`config.mk`:
```
export PLATFORM = sky130hd
export DESIGN_NAME = drv_supply_supervisor
export DESIGN_NICKNAME = d
export VERILOG_FILES = /design/src/rtl/drv_sup_pkg.sv /design/src/rtl/sup_hyst_flag.sv /design/src/rtl/sup_seq_fsm.sv /design/src/rtl/drv_supply_supervisor.sv
export SDC_FILE = /design/constraint.sdc
export NUM_CORES = 1
export LEC_CHECK = 0
export BUFFER_PORTS_ARGS = -buffer_cell sky130_fd_sc_hd__buf_2
export CORE_ASPECT_RATIO = 1.1
export CORE_MARGIN = 3
export CORE_UTILIZATION = 50
export CTS_BUF_LIST = sky130_fd_sc_hd__clkbuf_8
export DETAILED_ROUTE_END_ITERATION = 10
export GPL_TIMING_DRIVEN = 1
export PLACE_DENSITY = 0.68
export SYNTH_ARGS = -nofsm -noshare
export SYNTH_HDL_FRONTEND = slang
export SYNTH_SLANG_ARGS = --single-unit
```
`constraint.sdc`:
```
create_clock -name clk -period 5.5 [get_ports clk]
set_input_delay 0.275 -clock clk [delete_from_list [all_inputs] [get_ports clk]]
set_output_delay 0.275 -clock clk [all_outputs]
set_load 0.005 [all_outputs]
```
`src/rtl/drv_sup_pkg.sv`:
```
package drv_sup_pkg;
    typedef enum logic [2:0] {
        SUP_LOCKOUT,
        SUP_REF_RAMP,
        SUP_PUMP_RAMP,
        SUP_SETTLE,
        SUP_RUN
    } sup_state_e;
endpackage

```
`src/rtl/sup_hyst_flag.sv`:
```
module sup_hyst_flag #(
    parameter int CW       = 16,
    parameter bit TRIP_LOW = 1'b1
) (
    input  logic          clk,
    input  logic          rst_n,
    input  logic          sample,
    input  logic [CW-1:0] level,
    input  logic [CW-1:0] trip_lvl,
    input  logic [CW-1:0] clear_lvl,
    output logic          active
);
    logic trip_hit;
    logic clear_hit;

    generate
        if (TRIP_LOW) begin : g_trip_low
            assign trip_hit  = level < trip_lvl;
            assign clear_hit = level > clear_lvl;
        end else begin : g_trip_high
            assign trip_hit  = level > trip_lvl;
            assign clear_hit = level < clear_lvl;
        end
    endgenerate

    // Flag comes out of reset set; it only moves on a qualified sample.
    always_ff @(posedge clk or negedge rst_n) begin
        if (!rst_n) begin
            active <= 1'b1;
        end else if (sample) begin
            active <= active ? !clear_hit : trip_hit;
        end
    end
endmodule

```
`src/rtl/sup_seq_fsm.sv`:
```
module sup_seq_fsm
    import drv_sup_pkg::*;
#(
    parameter int unsigned WAIT_CYC = 10000
) (
    input  logic clk,
    input  logic rst_n,
    input  logic uvlo_f,
    input  logic vref_f,
    input  logic vneg_f,
    input  logic therm_f,
    output logic ref_en,
    output logic pump_en,
    output logic gate_en
);
    localparam int CNTW = $clog2(WAIT_CYC + 1);
    localparam logic [CNTW-1:0] LAST = CNTW'(WAIT_CYC - 1);

    sup_state_e      st;
    sup_state_e      nxt;
    logic [CNTW-1:0] cnt;
    logic            hard;

    assign hard = uvlo_f || therm_f;

    always_comb begin
        nxt = st;
        unique case (st)
            SUP_LOCKOUT: begin
                if (!hard) nxt = SUP_REF_RAMP;
            end
            SUP_REF_RAMP: begin
                if (hard)         nxt = SUP_LOCKOUT;
                else if (!vref_f) nxt = SUP_PUMP_RAMP;
            end
            SUP_PUMP_RAMP: begin
                if (hard)         nxt = SUP_LOCKOUT;
                else if (vref_f)  nxt = SUP_REF_RAMP;
                else if (!vneg_f) nxt = SUP_SETTLE;
            end
            SUP_SETTLE: begin
                if (hard)             nxt = SUP_LOCKOUT;
                else if (vref_f)      nxt = SUP_REF_RAMP;
                else if (vneg_f)      nxt = SUP_PUMP_RAMP;
                else if (cnt == LAST) nxt = SUP_RUN;
            end
            SUP_RUN: begin
                if (hard)        nxt = SUP_LOCKOUT;
                else if (vref_f) nxt = SUP_REF_RAMP;
                else if (vneg_f) nxt = SUP_PUMP_RAMP;
            end
            default: nxt = SUP_LOCKOUT;
        endcase
    end

    always_ff @(posedge clk or negedge rst_n) begin
        if (!rst_n) st <= SUP_LOCKOUT;
        else        st <= nxt;
    end

    // Wait counter runs only while staying in SETTLE; any exit clears it.
    always_ff @(posedge clk or negedge rst_n) begin
        if (!rst_n)                                   cnt <= '0;
        else if (st == SUP_SETTLE && nxt == SUP_SETTLE) cnt <= cnt + 1'b1;
        else                                          cnt <= '0;
    end

    always_comb begin
        ref_en  = 1'b0;
        pump_en = 1'b0;
        gate_en = 1'b0;
        unique case (st)
            SUP_LOCKOUT:  ;
            SUP_REF_RAMP: ref_en = 1'b1;
            SUP_PUMP_RAMP,
            SUP_SETTLE: begin
                ref_en  = 1'b1;
                pump_en = 1'b1;
            end
            SUP_RUN: begin
                ref_en  = 1'b1;
                pump_en = 1'b1;
                gate_en = 1'b1;
            end
            default: ;
        endcase
    end
endmodule

```
`src/rtl/drv_supply_supervisor.sv`:
```
module drv_supply_supervisor #(
    parameter int unsigned CLK_HZ         = 100_000_000,
    parameter int unsigned WAIT_US        = 100,
    parameter int          LW             = 16,
    parameter int          TW             = 10,
    parameter int unsigned UV_TRIP_MV     = 4500,
    parameter int unsigned UV_CLEAR_MV    = 4650,
    parameter int unsigned REF_TRIP_PCT   = 75,
    parameter int unsigned REF_CLEAR_PCT  = 85,
    parameter int unsigned NEG_TRIP_PCT   = 60,
    parameter int unsigned NEG_CLEAR_PCT  = 70,
    parameter int          HOT_TRIP_C     = 150,
    parameter int          HOT_CLEAR_C    = 120
) (
    input  logic                 clk,
    input  logic                 rst_n,
    input  logic                 smp_valid,
    input  logic [LW-1:0]        vreg_mv,
    input  logic [LW-1:0]        vref_mv,
    input  logic [LW-1:0]        vref_set_mv,
    input  logic [LW-1:0]        vneg_mv,
    input  logic [LW-1:0]        vneg_set_mv,
    input  logic signed [TW-1:0] die_temp_c,
    output logic                 ref_en,
    output logic                 pump_en,
    output logic                 gate_en,
    output logic                 prot_active,
    output logic                 fault_n
);
    localparam int unsigned WAIT_CYC = (CLK_HZ / 1_000_000) * WAIT_US;
    localparam int          SW       = LW + 7;
    localparam logic [TW-1:0] SIGN_FLIP = {1'b1, {(TW-1){1'b0}}};
    localparam logic [TW-1:0] HOT_TRIP_B  = TW'(HOT_TRIP_C) ^ SIGN_FLIP;
    localparam logic [TW-1:0] HOT_CLEAR_B = TW'(HOT_CLEAR_C) ^ SIGN_FLIP;

    logic          uvlo_f, vref_f, vneg_f, therm_f;
    logic [SW-1:0] vref_x100, vref_lo, vref_hi;
    logic [SW-1:0] vneg_x100, vneg_lo, vneg_hi;
    logic [TW-1:0] temp_b;

    // Percent compare: level*100 against programmed*pct, no division.
    assign vref_x100 = {7'b0, vref_mv}     * SW'(100);
    assign vref_lo   = {7'b0, vref_set_mv} * SW'(REF_TRIP_PCT);
    assign vref_hi   = {7'b0, vref_set_mv} * SW'(REF_CLEAR_PCT);
    assign vneg_x100 = {7'b0, vneg_mv}     * SW'(100);
    assign vneg_lo   = {7'b0, vneg_set_mv} * SW'(NEG_TRIP_PCT);
    assign vneg_hi   = {7'b0, vneg_set_mv} * SW'(NEG_CLEAR_PCT);

    // Offset-binary view of the signed temperature so unsigned compare works.
    assign temp_b = die_temp_c ^ SIGN_FLIP;

    sup_hyst_flag #(.CW(LW), .TRIP_LOW(1'b1)) u_uvlo (
        .clk(clk), .rst_n(rst_n), .sample(smp_valid), .level(vreg_mv),
        .trip_lvl(LW'(UV_TRIP_MV)), .clear_lvl(LW'(UV_CLEAR_MV)), .active(uvlo_f)
    );

    sup_hyst_flag #(.CW(SW), .TRIP_LOW(1'b1)) u_vref (
        .clk(clk), .rst_n(rst_n), .sample(smp_valid), .level(vref_x100),
        .trip_lvl(vref_lo), .clear_lvl(vref_hi), .active(vref_f)
    );

    sup_hyst_flag #(.CW(SW), .TRIP_LOW(1'b1)) u_vneg (
        .clk(clk), .rst_n(rst_n), .sample(smp_valid), .level(vneg_x100),
        .trip_lvl(vneg_lo), .clear_lvl(vneg_hi), .active(vneg_f)
    );

    sup_hyst_flag #(.CW(TW), .TRIP_LOW(1'b0)) u_therm (
        .clk(clk), .rst_n(rst_n), .sample(smp_valid), .level(temp_b),
        .trip_lvl(HOT_TRIP_B), .clear_lvl(HOT_CLEAR_B), .active(therm_f)
    );

    sup_seq_fsm #(.WAIT_CYC(WAIT_CYC)) u_seq (
        .clk(clk), .rst_n(rst_n),
        .uvlo_f(uvlo_f), .vref_f(vref_f), .vneg_f(vneg_f), .therm_f(therm_f),
        .ref_en(ref_en), .pump_en(pump_en), .gate_en(gate_en)
    );

    assign prot_active = uvlo_f | vref_f | vneg_f | therm_f;
    assign fault_n     = ~prot_active;
endmodule

```
==> qor.csv <==
stage,metric,value,unit
final_layout,drive_above_1_share,0.0816,
floorplanning,row_count,60,
clocking,post_cts_buffers,0,
power,power.density,332,mW/mm²
placed_design,dp_hpwl,25.3,mm
clocking,cts_resized,0,
synth,ys.flop_type,dfrtp_1,
drt,totalWireLength,27.6,mm
timing,clock-skew-final,0.0103,ns
synth,synth_area,0.0129,mm²
grt,grt_antenna_before_repair,0,
floorplanning,pin_count,98,
synth,syn_avg_cell_area,8.47,µm²
drt,first_pass_iters,5,
power,irDropWorstVdd,0.000155,V
synth,seq_area_frac_synth,0.0413,
synth,ys_top_cells_by_area,"ha_1, fa_1, inv_1",
clocking,cts-root-buf,clkbuf_8,
setup_path,critPathCaptureType,register,
setup_path,critPathKind,in2reg,
placed_design,finalWeightedCongestion,0.892,
floorplanning,start_util,0.517,
drt,viasPerCell,5.33,
power,cellLeakagePower,7.65,nW
clocking,clkLatencyLatePin,0.26,ns
setup_path,crit_required,5.71,ns
synth,syn_inst,1518,
drt,drt-initial-drc-count,381,
drt,route.detailed.drc,0,
synth,ys_seq_elements,21,
floorplanning,core_area,0.0248,mm²
timing,rsz0062_at_grt,false,
setup_path,cp_max_fo,7,
drt,postRouteAntennaNets,0,
drt,vias,10433,
setup_path,critPathSlowestCell,fa_1,
timing,setup_viol,0,
setup_path,crit_top_cell,ha_1,
clocking,h-tree-depth,1,
final_layout,num_antenna_cells,0,
grt,grt_pass1_vias,10688,
clocking,cts_num_sinks,21,
synth,synthArstFlopShare,1.00,
timing,tns,0,ns
floorplanning,die-area,0.0277,mm²
job,cap_violations,0,
grt,grt_max_degree,22,
setup_path,startpoint_type,input port,
clocking,cts_tree,done,
timing,timing.slew.headroom,0.624,
timing,fin_crit_sh,0.900,
setup_path,cpPeakStageDelay,0.58,ns
grt,grt_overflow,0,
final_layout,final_cell_mix,"ha_1, inv_1, fa_1",
synth,yosys.area.top_type_share,0.351,
final_layout,final_util,0.556,
final_layout,nNetsFinal,2180,
synth,synth_edf_count,0,
setup_path,crit_arrival,5.16,ns
timing,worst_slew_pin_slew,0.550,ns
outcome,status,"complete, no violations",
timing,fmax,202,MHz
synth,syn-num-nets,2080,
setup_path,crit_family,adder cells,
floorplanning,die_y,174,µm
grt,grt_pass1_wl,48.6,mm
timing,fin_crit,4.95,ns
clocking,cts-buffers-inserted,3,
floorplanning,die_w,159,µm
setup_path,cp_cell_sequence,"buf_2, ha_1, ha_1, inv_1, fa_1, fa_1, inv_1, ha_1, o211ai_1, a21boi_1, o32ai_2, nor2b_1, o31ai_2, a21oi_2, a21oi_1, o311a_1, ha_1, a21o_1, a221oi_1, o221ai_1, nand2_1",
synth,ys_types,70,
clocking,ctsLongestPathBuffers,2,
clocking,postCtsHoldBufs,1,
drt,wl_per_cell,14.1,µm
setup_path,path_buf_inv,3,
setup_path,rrSetupSlack,3.29,ns
timing,hold_viol,0,
final_layout,areaGrowthSynthToFinish,7.44,%
synth,yosys.area.top_type,ha_1,
synth,yosysWarnings,0,
clocking,path_clk_slew,0.09,ns
placed_design,io_buffers,97,
grt,grtUsageTotal,0.204,
timing,finalMaxSlewViolations,0,
final_layout,final_common_cell,ha_1,
min_path,hold_class,in2reg,
-- final cells by class --
cell class                      instances  area (µm²)
Inverter                              325        1220
Tap cell                              341         427
Timing Repair Buffer                   98         495
Clock inverter                          1        5.00
Fill cell                            2324       11000
Multi-Input combinational cell       1169       11100
Sequential cell                        21         531
Clock buffer                            3        41.3
-- path summary, 6_finish.rpt --
check	startpoint	end	cells after the start
max in group asynchronous	rst_n	u_vneg.active	2
worst max-delay path	vref_set_mv[6]	u_vref.active	21
worst min register to register	u_seq.cnt[0]	u_seq.cnt[0]	1
min in group asynchronous	rst_n	u_seq.cnt[4]	2
worst min-delay path	vreg_mv[12]	u_uvlo.active	2
worst max register to register	u_seq.cnt[0]	u_seq.cnt[3]	8
-- synth_stat cells (all sizes together), types with 9 or more instances --
master / instances
nand2: 55
nand3: 28
xnor2: 47
nand4: 18
inv: 325
o21bai: 15
dfrtp: 17
ha: 361
and3: 17
a21oi: 89
o21ai: 52
nor2: 75
xor2: 55
o211ai: 9
or3: 10
nor3: 33
a211oi: 14
a21o: 43
nor2b: 23
fa: 108
nand2b: 19
-- per-layer routing --
layer	track usage	share of wire
met3	0.00834	0.018
met2	0.383	0.51
met1	0.260	0.45
met4	0.0434	0.023
met5	0	0
-- worst register-to-register path, cell delays in order (launching register included) --
cell	delay (ns)
dfrtp_1	0.40
ha_1	0.22
and3_1	0.19
nand4_1	0.14
nand2_1	0.07
a221oi_1	0.24
nor2_1	0.08
or3_1	0.61
nor2_1	0.19
-- cells by family (layout without fill, tap and decap cells) --
kind of cell	after synthesis	count (layout)	share of synthesized area
flops	21	21	0.0413
buf+inv	328	427	0.0959
compound gates	289	289	0.153
fa+ha+maj	469	469	0.520
xor+xnor	102	102	0.0695
simple gates	309	309	0.120
-- report_power, final --
part | leakage, nW | switching [W] | internal, W
logic | 7.34 | 0.00238 | 0.00190
registers | 0.277 | 0.0000245 | 0.000177
clock network | 0.0255 | 0.0000526 | 0.0000504
total | 7.65 | 0.00245 | 0.00213
-- sequential cells by signal, summed over array words and instances, names as in the netlist --
name and cells:
u_vneg.active 1, u_seq.cnt 14, u_uvlo.active 1, u_seq.st 3, u_vref.active 1, u_therm.active 1
-- metrics by stage --
stage	instance area (µm²)	power [W]	setup WS [ns]	cells	hold WS, ns
finish	13800	0.00458	0.549	1958	0.135
global route	13800	0.00529	0.126	1958	0.135
CTS	13800	0.00463	0.586	1958	0.128
detailed placement	13800	0.00449	0.296	1953	0.289
global placement	13800	0.00438	0.396	1953	0.281
floorplan	12900	0.00352	0.873	1518	-0.0206
No activity file was read; power rests on OpenSTA's default activity.
